--- src/rtl/tpk_pkg.sv ---
package tpk_pkg;
  localparam int WORD_W  = 32;
  localparam int NVEC    = 4;
  localparam int VEC_W   = 10;
  localparam int SLICE_W = 8;
  localparam int IDX_W   = $clog2(NVEC);
  localparam int BIT_W   = $clog2(WORD_W);
  localparam int POS_W   = BIT_W + 1;

  typedef struct packed {
    logic [BIT_W-1:0] start;
    logic             dn;
    logic [2:0]       lenm1;
    logic             stop;
  } pvec_t;

  typedef enum logic [1:0] {
    GR_8  = 2'd0,
    GR_16 = 2'd1,
    GR_32 = 2'd2,
    GR_BAD = 2'd3
  } gran_e;

  function automatic logic [WORD_W-1:0] gran_mask(input gran_e g);
    case (g)
      GR_8:    gran_mask = WORD_W'(32'h0000_00FF);
      GR_16:   gran_mask = WORD_W'(32'h0000_FFFF);
      default: gran_mask = '1;
    endcase
  endfunction
endpackage

--- src/rtl/tpk_cfg.sv ---
module tpk_cfg
  import tpk_pkg::*;
(
  input  logic                   clk,
  input  logic                   rst_n,
  input  logic                   we,
  input  logic [1:0]             addr,
  input  logic [31:0]            wdata,
  input  logic                   idle,
  output pvec_t [NVEC-1:0]       vecs,
  output gran_e                  gran,
  output logic [IDX_W-1:0]       last_idx,
  output logic                   err
);
  localparam int NREG = NVEC / 2;
  localparam logic [VEC_W-1:0] DEF_LO = VEC_W'(10'h00F);

  logic [31:0] regs [NREG];
  logic        any_stop;

  always_ff @(posedge clk or negedge rst_n) begin
    if (!rst_n) begin
      for (int r = 0; r < NREG; r++)
        regs[r] <= {12'd0, VEC_W'(DEF_LO | (VEC_W'(2*r+1) << 8)),
                    VEC_W'(DEF_LO | (VEC_W'(2*r) << 8))};
      gran <= GR_8;
    end else if (we && idle) begin
      if (addr == 2'd2) gran <= gran_e'(wdata[1:0]);
      else if (int'(addr) < NREG) regs[addr[0]] <= wdata;
    end
  end

  for (genvar i = 0; i < NVEC; i++) begin : g_vec
    assign vecs[i] = pvec_t'(regs[i/2][(i%2)*VEC_W +: VEC_W]);
  end

  always_comb begin
    last_idx = '0;
    any_stop = 1'b0;
    for (int i = 0; i < NVEC; i++) begin
      if (vecs[i].stop) begin
        last_idx = IDX_W'(i);
        any_stop = 1'b1;
      end
    end
  end

  always_ff @(posedge clk or negedge rst_n) begin
    if (!rst_n) err <= 1'b0;
    else        err <= err | (gran == GR_BAD) | !any_stop;
  end


  cfg_drop_chk: assert property (@(posedge clk) disable iff (!rst_n)
    (we && !idle) |=> ($stable(regs[0]) && $stable(regs[1]) && $stable(gran)));


  err_sticky_chk: assert property (@(posedge clk) disable iff (!rst_n)
    err |=> err);
endmodule

--- src/rtl/tpk_slice.sv ---
module tpk_slice
  import tpk_pkg::*;
(
  input  logic [WORD_W-1:0] word,
  input  pvec_t             v,
  input  logic [WORD_W-1:0] acc,
  input  logic [POS_W-1:0]  pos,
  output logic [WORD_W-1:0] acc_nxt,
  output logic [POS_W-1:0]  pos_nxt
);
  logic [SLICE_W-1:0] raw;
  logic [SLICE_W-1:0] val;
  logic [3:0]         len;

  for (genvar k = 0; k < SLICE_W; k++) begin : g_tap
    logic [BIT_W-1:0] bidx;
    assign bidx   = v.dn ? (v.start - BIT_W'(k)) : (v.start + BIT_W'(k));
    assign raw[k] = word[bidx];
  end

  assign len = {1'b0, v.lenm1} + 4'd1;

  always_comb begin
    val = '0;
    for (int k = 0; k < SLICE_W; k++) begin
      if (3'(k) <= v.lenm1) begin
        if (v.dn) val[v.lenm1 - 3'(k)] = raw[k];
        else      val[k]               = raw[k];
      end
    end
  end

  always_comb begin
    if (v.dn) acc_nxt = (acc << len) | WORD_W'(val);
    else      acc_nxt = acc | (WORD_W'(val) << pos);
    pos_nxt = pos + POS_W'(len);
  end
endmodule

--- src/rtl/tpk_seq.sv ---
module tpk_seq
  import tpk_pkg::*;
(
  input  logic               clk,
  input  logic               rst_n,
  input  logic               in_valid,
  output logic               in_ready,
  input  logic [WORD_W-1:0]  in_data,
  output logic               out_valid,
  input  logic               out_ready,
  output logic [WORD_W-1:0]  out_data,
  input  pvec_t [NVEC-1:0]   vecs,
  input  gran_e              gran,
  input  logic [IDX_W-1:0]   last_idx,
  input  logic               err,
  output logic               idle
);
  logic               hold_v;
  logic [WORD_W-1:0]  hold_w;
  logic [IDX_W-1:0]   idx;
  logic [WORD_W-1:0]  acc, acc_nxt;
  logic [POS_W-1:0]   pos, pos_nxt;
  logic               out_vld;
  logic               advance, take;
  pvec_t              cur;

  assign cur      = vecs[idx];
  assign in_ready = !hold_v && !err;
  assign take     = out_vld && out_ready && !err;
  assign advance  = hold_v && !err && (!out_vld || out_ready);
  assign out_valid = out_vld && !err;
  assign idle     = !hold_v && !out_vld;

  tpk_slice u_slice (
    .word    (hold_w),
    .v       (cur),
    .acc     (acc),
    .pos     (pos),
    .acc_nxt (acc_nxt),
    .pos_nxt (pos_nxt)
  );

  always_ff @(posedge clk or negedge rst_n) begin
    if (!rst_n) begin
      hold_v   <= 1'b0;
      hold_w   <= '0;
      idx      <= '0;
      acc      <= '0;
      pos      <= '0;
      out_vld  <= 1'b0;
      out_data <= '0;
    end else begin
      if (in_valid && in_ready) begin
        hold_w <= in_data;
        hold_v <= 1'b1;
        idx    <= '0;
        acc    <= '0;
        pos    <= '0;
      end
      if (take) out_vld <= 1'b0;
      if (advance) begin
        if (cur.stop) begin
          out_data <= acc_nxt & gran_mask(gran);
          out_vld  <= 1'b1;
          acc      <= '0;
          pos      <= '0;
        end else begin
          acc <= acc_nxt;
          pos <= pos_nxt;
        end
        if (idx == last_idx) begin
          hold_v <= 1'b0;
          idx    <= '0;
        end else begin
          idx <= idx + IDX_W'(1);
        end
      end
    end
  end


  stall_hold_chk: assert property (@(posedge clk) disable iff (!rst_n)
    (out_vld && !out_ready) |=> (out_vld && $stable(out_data)));


  accept_hold_chk: assert property (@(posedge clk) disable iff (!rst_n)
    (in_valid && in_ready) |=> hold_v);


  idx_bound_chk: assert property (@(posedge clk) disable iff (!rst_n)
    hold_v |-> (idx <= last_idx));


  byte_mask_chk: assert property (@(posedge clk) disable iff (!rst_n)
    (out_vld && gran == GR_8) |-> (out_data[WORD_W-1:8] == '0));


  err_quiet_chk: assert property (@(posedge clk) disable iff (!rst_n)
    err |-> (!in_ready && !out_valid));
endmodule

--- src/rtl/tx_word_packer.sv ---
module tx_word_packer
  import tpk_pkg::*;
(
  input  logic        clk,
  input  logic        rst_n,
  input  logic        cfg_we,
  input  logic [1:0]  cfg_addr,
  input  logic [31:0] cfg_wdata,
  input  logic        in_valid,
  output logic        in_ready,
  input  logic [31:0] in_data,
  output logic        out_valid,
  input  logic        out_ready,
  output logic [31:0] out_data,
  output logic        cfg_err
);
  pvec_t [NVEC-1:0]  vecs;
  gran_e             gran;
  logic [IDX_W-1:0]  last_idx;
  logic              idle;

  tpk_cfg u_cfg (
    .clk      (clk),
    .rst_n    (rst_n),
    .we       (cfg_we),
    .addr     (cfg_addr),
    .wdata    (cfg_wdata),
    .idle     (idle),
    .vecs     (vecs),
    .gran     (gran),
    .last_idx (last_idx),
    .err      (cfg_err)
  );

  tpk_seq u_seq (
    .clk       (clk),
    .rst_n     (rst_n),
    .in_valid  (in_valid),
    .in_ready  (in_ready),
    .in_data   (in_data),
    .out_valid (out_valid),
    .out_ready (out_ready),
    .out_data  (out_data),
    .vecs      (vecs),
    .gran      (gran),
    .last_idx  (last_idx),
    .err       (cfg_err),
    .idle      (idle)
  );
endmodule

--- config.mk ---
export PLATFORM = sky130hd
export DESIGN_NAME = tx_word_packer
export DESIGN_NICKNAME = d
export VERILOG_FILES = /design/src/rtl/tpk_pkg.sv /design/src/rtl/tpk_cfg.sv /design/src/rtl/tpk_slice.sv /design/src/rtl/tpk_seq.sv /design/src/rtl/tx_word_packer.sv
export SDC_FILE = /design/constraint.sdc
export NUM_CORES = 1
export LEC_CHECK = 0
export BUFFER_PORTS_ARGS = -buffer_cell sky130_fd_sc_hd__buf_2
export CORE_UTILIZATION = 55
export DETAILED_ROUTE_END_ITERATION = 16
export MAX_ROUTING_LAYER = met4
export PLACE_DENSITY = 0.73
export SLEW_MARGIN = 20
export SYNTH_ARGS = -nofsm -noshare
export SYNTH_HDL_FRONTEND = slang
export SYNTH_SLANG_ARGS = --single-unit
--- constraint.sdc ---
create_clock -name clk -period 13.2 [get_ports clk]
set_clock_uncertainty 0.1 [all_clocks]
set_input_delay 2.64 -clock clk [delete_from_list [all_inputs] [get_ports clk]]
set_output_delay 2.64 -clock clk [all_outputs]
set_load 0.01 [all_outputs]
==> results of run 1 <==
==> through the flow <==
step	instances	worst slack [ns]	hold WS, ns
2_1_floorplan	1212	7.15	0.366
3_3_place_gp	1508	6.31	0.364
3_5_place_dp	1508	6.30	0.365
4_1_cts	1540	6.23	0.382
5_1_grt	1542	5.76	0.401
6_report	1542	5.97	0.381
==> synthesized netlist by cell type (6+ instances only) <==
master	number
a22oi_1	21
fa_1	6
nand2b_1	10
a221oi_1	7
mux2i_1	143
ha_1	14
a31oi_1	18
o211ai_1	19
dfrtp_1	129
nand4_1	13
nor3b_1	7
mux2_2	87
buf_1	15
and2_1	13
nand2_1	116
a211oi_1	11
xor2_1	7
dfstp_2	20
nand3_1	31
nor3_1	27
o31ai_1	20
nor2_1	78
a32o_1	19
or2_2	6
xnor2_1	12
o22ai_1	6
inv_1	21
o21ai_0	53
mux4_2	33
a22o_1	10
clkbuf_1	62
nor2b_1	13
a21o_1	9
a21oi_1	56
a221o_1	6
==> placed cells by master (no fill, tap or decap), types with 17 or more instances in the layout <==
| master | Yosys | final |
|---|---|---|
| mux2i_1 | 143 | 143 |
| dfrtp_1 | 129 | 129 |
| nand2_1 | 116 | 116 |
| buf_2 | 1 | 92 |
| mux2_2 | 87 | 87 |
| nor2_1 | 78 | 78 |
| a21oi_1 | 56 | 56 |
| o21ai_0 | 53 | 53 |
| mux4_2 | 33 | 33 |
| nand3_1 | 31 | 31 |
| nor3_1 | 27 | 26 |
| inv_1 | 21 | 21 |
| a22oi_1 | 21 | 21 |
| o31ai_1 | 20 | 20 |
| dfstp_2 | 20 | 20 |
| o211ai_1 | 19 | 19 |
| a32o_1 | 19 | 19 |
| a31oi_1 | 18 | 18 |
| buf_4 | 4 | 18 |
| clkbuf_16 | 0 | 17 |
==> layer usage <==
layer / track usage [%] / up-vias / share of wire [%]
met1: 49.1 / 5126 / 44
met4: 11.4 / 0 / 2.9
met2: 47.6 / 579 / 43
met3: 8.43 / 80 / 11
li1: - / 4716 / -
met5: - / - / 0
==> area by class of cell <==
cell class / count / area, µm²
fillers: 1748 / 7600
multi-input cells: 952 / 7460
flip-flops and latches: 149 / 3750
repair buffers: 112 / 618
clock buffers: 18 / 439
well taps: 270 / 338
clock inverters: 14 / 179
inverters: 26 / 98.8
diodes: 1 / 2.50
==> kinds of logic after synthesis <==
| group | after synthesis | share of synthesized area (%) |
|---|---|---|
| buffers and inverters | 111 | 3.92 |
| DFF | 149 | 32.2 |
| xor gates and xnor gates | 19 | 1.43 |
| muxes | 266 | 27.6 |
| AOI/OAI and AO/OA | 313 | 19.0 |
| and+or+nand+nor | 334 | 13.4 |
| adders and majority gates | 20 | 2.53 |
==> final timing paths <==
kind | endpoint | slack [ns]
worst max register to register | u_seq.out_data[17] | 5.97
worst min-delay path | u_seq.out_data[14] | 0.38
min in group asynchronous | u_cfg.vecs[26] | 2.14
max in group asynchronous | u_seq.acc[24] | 9.48
worst max-delay path | u_seq.out_data[17] | 5.97
worst min register to register | u_seq.out_data[14] | 0.38
==> state kept, by name (all words and copies together) (netlist names) <==
name and flops:
u_seq.idx 2, u_seq.hold_w 32, u_seq.hold_v 1, u_cfg.vecs 40, u_cfg.err 1, u_seq.pos 6
u_seq.out_data 32, u_seq.acc 32, u_cfg.gran 2, u_seq.out_vld 1
==> power breakdown <==
group | total [W] | internal, W | switching, W | leakage (nW)
Combinational | 0.00116 | 0.000438 | 0.000723 | 3.43
Sequential | 0.000531 | 0.000503 | 0.0000287 | 1.91
Clock | 0.000506 | 0.000277 | 0.000229 | 0.295
==> critical path: stages (launching register included) <==
cell and delay, ns:
dfrtp_1 0.76, mux4_2 0.54, clkinv_1 0.65, buf_4 0.45
ha_1 0.51, and3b_1 0.30, nor4_1 0.58, nand4_1 0.18
nand4_1 0.14, mux2_2 0.28, nand4_1 0.12, nand3_1 0.15
a21oi_1 0.11, o31ai_1 0.79, mux2i_1 0.40, o311ai_0 0.80
a32o_1 0.27
==> qor.txt, run 1 <==
=================================================================================
Transition time at the pin with the least slew margin ..............     0.967 ns
Most used DFF post-synth ...........................................      dfrtp_1
Launching element type of the critical path ........................     register
Final HPWL from detailed placement .................................     25700 µm
Final Setup Violations .............................................            0
Mapped Cells .......................................................         1212
Proportion of netlist area held by the largest area contributor ....        27.7%
Number of hold buffers added after CTS .............................            0
Endpoint arrival time on the critical path .........................      7.50 ns
Cell variety after synth ...........................................           81
Gp weighted congestion .............................................        0.973
Outcome ............................................................ finished clean
Time the worst path needs with I/O delays and setup ................      7.23 ns
Total setup buffers inserted after CTS .............................            0
Hold Crit Start .................................................... u_seq.out_data[14]
Routed via count ...................................................        10500
Input/output buffers ...............................................           93
CP Launch Point .................................................... u_seq.idx[1]
Worst ir drop on vdd ...............................................       106 µV
Count of pins on the block boundary ................................          106
Maximum level of the CTS H-tree ....................................            4
Dominant cell type by area after synthesis .........................      dfrtp_1
Number of flip-flops and latches in the synthesized netlist ........          149
Number of nets at the end of the flow ..............................         1349
Syn nets ...........................................................         1303
Via count normalized by instance count .............................         6.81
Number of maximum-capacitance constraint violations ................            0
Tcrit/Tclk final ...................................................        54.8%
Power, Total .......................................................    0.00220 W
Cell chosen for the clock root .....................................    clkbuf_16
Fraction of synthesis flops using an asynchronous set or reset pin .         100%
Initial cell density of the core ...................................        56.9%
Cell area after layout .............................................    12900 µm²
Buffer levels on the longest clock path ............................            2
Total Routing Usage GR .............................................        34.4%
Power Dens Cells ...................................................   171 nW/µm²
Area of the mapped netlist .........................................    11700 µm²
Sequential area share after synthesis ..............................        32.2%
Final ANT Viol Nets ................................................            0
Setup total negative slack .........................................         0 ns
Hold/Removal Path Class ............................................   reg -> reg
Pins over their slew limit .........................................            0
Worst setup EP type ................................................     register
Total Routed Length ................................................     35600 µm
Final standard cell utilization of the core ........................        62.9%
Number of CTS-inserted buffers .....................................           17
Final hold vios ....................................................            0
CTS tree ...........................................................        built
Number of cells traversed by the worst register-to-register path ...           16
Area contributors post-synth ....................................... dfrtp_1 (28%), mux2i_1 (12%), mux2_2 (8.4%)
Number of enable-type register cells in the synthesized netlist ....            0
Worst-Skew Late Latency ............................................      0.44 ns
Post-cts repair resize count .......................................            0
Data required time of the critical path ............................     13.47 ns
Post-DP Area .......................................................    12300 µm²
Cells on Worst Hold Path ...........................................            2
Residual overflow from global routing ..............................            0
Worst-path clk slew ................................................      0.07 ns
Number of DRC markers after the initial detailed-route iteration ...         1029
Mean area per synthesized cell .....................................     9.62 µm²
Cell row count .....................................................           52
Vertical die dimension .............................................       148 µm
Clock sink count ...................................................          149
Share of post-route cells with drive strength above 1 ..............        24.0%
R2R Path Start ..................................................... u_seq.idx[1]
Leakage dissipation ................................................      5.63 nW
Wire length of the first global-routing pass .......................     55900 µm
X dimension of the die .............................................       148 µm
Wire length per cell after detailed routing ........................      23.1 µm
Total DRC errors in the routed layout ..............................            0
Via count of the first global-routing pass .........................         9811
Largest fanout on the critical path ................................           20
Max Clk Rate .......................................................      138 MHz
Area of the placeable core .........................................    20500 µm²
Area growth from synthesis to layout ...............................        10.6%
Drt first pass iters ...............................................            6
Maximum number of pins on one net before global-route repair .......           86
Setup repair after global routing missed its margin ................        false
Number of antenna violations at the first check in global routing ..            1
Startpoint-to-endpoint class of the critical path ..................   reg -> reg
Relative max-transition margin .....................................        35.0%
Synth warn .........................................................            0
Area of the die ....................................................    21800 µm²
=================================================================================
Power figures use the tool's default switching activity.
==> inputs of run 2 (changes only) <==
- ABC_AREA: not set -> 1
- clock period: 13.2 -> 7.49 ns (I/O delays scaled with it)
==> run 2 against run 1 <==
First-iteration DRC count grew 27%. Global-route usage grew 2.3 points. Non-clock buffer count is the same. Setup slack worse by 4.2 ns. Power up 17%. Via count increased by 19%. Combinational power fell by 31%. Synthesized area down 0.25%. Maximum frequency up 26%. Critical endpoint is now u_seq.acc[22].
==> qor.txt, run 2 <==
======================================================================================
Number of enable-type register cells in the synthesized netlist .........            0   unchanged
Leakage dissipation .....................................................      6.44 nW   +14%
Final hold vios .........................................................            0   unchanged
Sequential area share after synthesis ...................................        32.3%   +0.080 points
Wire length of the first global-routing pass ............................     60200 µm   +7.8%
Most common cell after layout, fill and taps aside ......................      nand2_1
Routed via count ........................................................        12500   +19%
Final ANT Viol Nets .....................................................            0   unchanged
Outcome ................................................................. finished clean
Gp weighted congestion ..................................................         1.00   +3.0%
Hold/Removal Path Class .................................................   reg -> reg
Cell row count ..........................................................           52   unchanged
Vertical die dimension ..................................................       147 µm   -0.12%
CP delay by family, top ................................................. simple AND/OR/NAND/NOR gates
Clock sink count ........................................................          149   unchanged
Crit path largest cell delay ............................................      0.69 ns   -0.11 ns
Placed Instances ........................................................         2132   +41%
Relative max-transition margin ..........................................        41.1%   +6.1 points
Pins over their slew limit ..............................................            0   unchanged
Via count of the first global-routing pass ..............................        11300   +15%
Share of post-route cells with drive strength above 1 ...................        11.6%   -12 points
Count of pins on the block boundary .....................................          106   unchanged
Fill cell total of the finished layout ..................................         1981   +13%
Worst ir drop on vdd ....................................................       137 µV   +29%
Time the worst path needs with I/O delays and setup .....................      5.72 ns   -1.51 ns
Worst setup EP type .....................................................     register
Final Setup Violations ..................................................            0   unchanged
Total setup buffers inserted after CTS ..................................            0   unchanged
Proportion of netlist area held by the largest area contributor .........        27.8%   +0.069 points
Area of the die .........................................................    21700 µm²   -0.24%
Power Dens Cells ........................................................   201 nW/µm²   +18%
Total DRC errors in the routed layout ...................................            0   unchanged
Input/output buffers ....................................................           93   unchanged
Transition time at the pin with the least slew margin ...................     0.880 ns   -0.0870 ns
Tcrit/Tclk final ........................................................        76.4%   +22 points
Mean area per synthesized cell ..........................................     6.30 µm²   -34%
Setup total negative slack ..............................................         0 ns   unchanged
Syn nets ................................................................         1936   +49%
Buffer levels on the longest clock path .................................            2   unchanged
Startpoint-to-endpoint class of the critical path .......................   reg -> reg
Setup repair after global routing missed its margin .....................        false
Cell variety after synth ................................................           48   -41%
Number of antenna violations at the first check in global routing .......            0   -1
Total Routed Length .....................................................     37400 µm   +5.0%
X dimension of the die ..................................................       147 µm   -0.12%
Synth warn ..............................................................            0   unchanged
Number of standard cells in the layout, taps in and fillers out .........         2164   +40%
Number of nets at the end of the flow ...................................         1972   +46%
Area of the placeable core ..............................................    20500 µm²   unchanged
Number of CTS-inserted buffers ..........................................           17   unchanged
Number of flip-flops and latches in the synthesized netlist .............          149   unchanged
Area contributors post-synth ............................................ dfrtp_1 (28%), nand2_1 (20%), nand3_1 (14%)
Data required time of the critical path .................................      7.77 ns   -5.70 ns
Top cells by count, synth ............................................... nand2_1 (634), nand3_1 (318), o21ai_0 (184)
Area of the mapped netlist ..............................................    11600 µm²   -0.25%
Worst slack after detailed placement ....................................      1.97 ns   -4.33 ns
CTS tree ................................................................        built
Number of hold buffers added after CTS ..................................            0   unchanged
Number of antenna repair diodes .........................................            0   -1
Initial cell density of the core ........................................        56.7%   -0.14 points
Mapped Cells ............................................................         1845   +52%
Multi-input logic area ..................................................     6690 µm²   -10%
CP dominant cell by count ...............................................      nand2_1
Worst-path clk slew .....................................................      0.08 ns   about the same
Cell chosen for the clock root ..........................................    clkbuf_16
Post-cts repair resize count ............................................            0   unchanged
Max Clk Rate ............................................................      175 MHz   +26%
Library cell contributing the largest single delay on the critical path .      dfrtp_1
Number of maximum-capacitance constraint violations .....................            0   unchanged
Fraction of synthesis flops using an asynchronous set or reset pin ......         100%   unchanged
Via count normalized by instance count ..................................         5.77   -15%
Combined flip-flop and latch cell area ..................................     3750 µm²   unchanged
Flip-flop count of the largest register, all copies and words added .....           40   unchanged
Dominant cell type by area after synthesis ..............................      dfrtp_1
Most used DFF post-synth ................................................      dfrtp_1
Maximum number of pins on one net before global-route repair ............           93   +8.1%
Worst-Skew Late Latency .................................................      0.45 ns   about the same
Area growth from synthesis to layout ....................................        9.82%
Commonest non-fill, non-tap cells in the layout ......................... nand2_1 (634), nand3_1 (318), o21ai_0 (184), inv_1 (175), dfrtp_1 (129)
Setup slack after layout ................................................      1.77 ns   -4.20 ns
Residual overflow from global routing ...................................            0   unchanged
Final HPWL from detailed placement ......................................     26800 µm   +4.4%
Largest fanout on the critical path .....................................           30   +50%
Buf/Inv on CP ...........................................................            3   +1
Total Routing Usage GR ..................................................        36.7%   +2.3 points
Drt first pass iters ....................................................            6   unchanged
Endpoint arrival time on the critical path ..............................      6.00 ns   -1.50 ns
Launching element type of the critical path .............................     register
Maximum level of the CTS H-tree .........................................            4   unchanged
Wire length per cell after detailed routing .............................      17.3 µm   -25%
Most frequently used cell type in the post-synthesis netlist ............      nand2_1
Number of DRC markers after the initial detailed-route iteration ........         1306   +27%
======================================================================================
==> run 2: cell count changes after synthesis, moves of 17 or more <==
cell	change
a21oi_1	-28
nand2_1	+518
buf_2	+19
a22oi_1	-20
mux2i_1	-141
mux4_2	-33
inv_1	+154
o21ai_1	+19
nand3_1	+287
inv_2	+17
o21ai_0	+131
o31ai_1	-20
a32o_1	-19
mux2_2	-87
==> run 2: through the flow <==
stage	utilization, %	instance area, µm²	hold WS, ns	power, W
6_report	62.3	12800	0.377	0.00257
5_1_grt	62.3	12800	0.394	0.00270
4_1_cts	62.3	12800	0.380	0.00256
3_5_place_dp	59.2	12100	0.360	0.00165
3_3_place_gp	59.2	12100	0.358	0.00164
2_1_floorplan	-	11600	0.353	0.00142
==> run 2: final cells by class <==
| cell class | instances | share of cell area, % |
|---|---|---|
| clock inverters | 15 | 1.62 |
| repair buffers | 112 | 4.81 |
| clock buffers | 17 | 3.33 |
| inverters | 199 | 5.87 |
| flip-flops and latches | 149 | 29.4 |
| multi-input cells | 1402 | 52.3 |
| well taps | 270 | 2.64 |
==> run 2: kinds of logic after synthesis <==
kind of cell,after synthesis,synth area share [%]
AOI/OAI and AO/OA,290,13.9
xor gates and xnor gates,16,1.27
adders and majority gates,20,2.54
buffers and inverters,294,10.2
DFF,149,32.3
muxes,2,0.172
and+or+nand+nor,1074,39.6
==> run 2: worst reg2reg max path, delay by kind of cell (launching register included) <==
kind / cells / cell delay [ns]
xor+xnor: 1 / 0.55
flops: 1 / 0.69
simple gates: 21 / 2.49
buf+inv: 3 / 0.98
fa+ha+maj: 1 / 0.51
compound gates: 2 / 0.33
==> run 2: final timing paths <==
kind                               startpoint                 end  slack (ns)  cells after the start
setup / recovery                 u_seq.idx[1]       u_seq.acc[22]        1.77                     28
hold / removal             u_seq.out_data[29]  u_seq.out_data[29]        0.38                      2
setup reg to reg                 u_seq.idx[1]       u_seq.acc[22]        1.77                     28
hold reg to reg            u_seq.out_data[29]  u_seq.out_data[29]        0.38                      2
max in group asynchronous               rst_n        u_seq.pos[0]        4.96                      2
min in group asynchronous               rst_n    u_seq.hold_w[13]        1.03                      1
==> run 2: power breakdown <==
part	switching (W)	total, W	internal (W)
Clock	0.000451	0.000910	0.000459
Sequential	0.0000224	0.000862	0.000840
Combinational	0.000567	0.000798	0.000231
==> run 2: layer usage <==
layer,track usage (%),share of wire [%],vias up
met4,10.0,1.8,0
met1,53.2,45,5712
li1,-,-,6092
met2,50.7,42,635
met5,-,0,-
met3,8.95,11,57
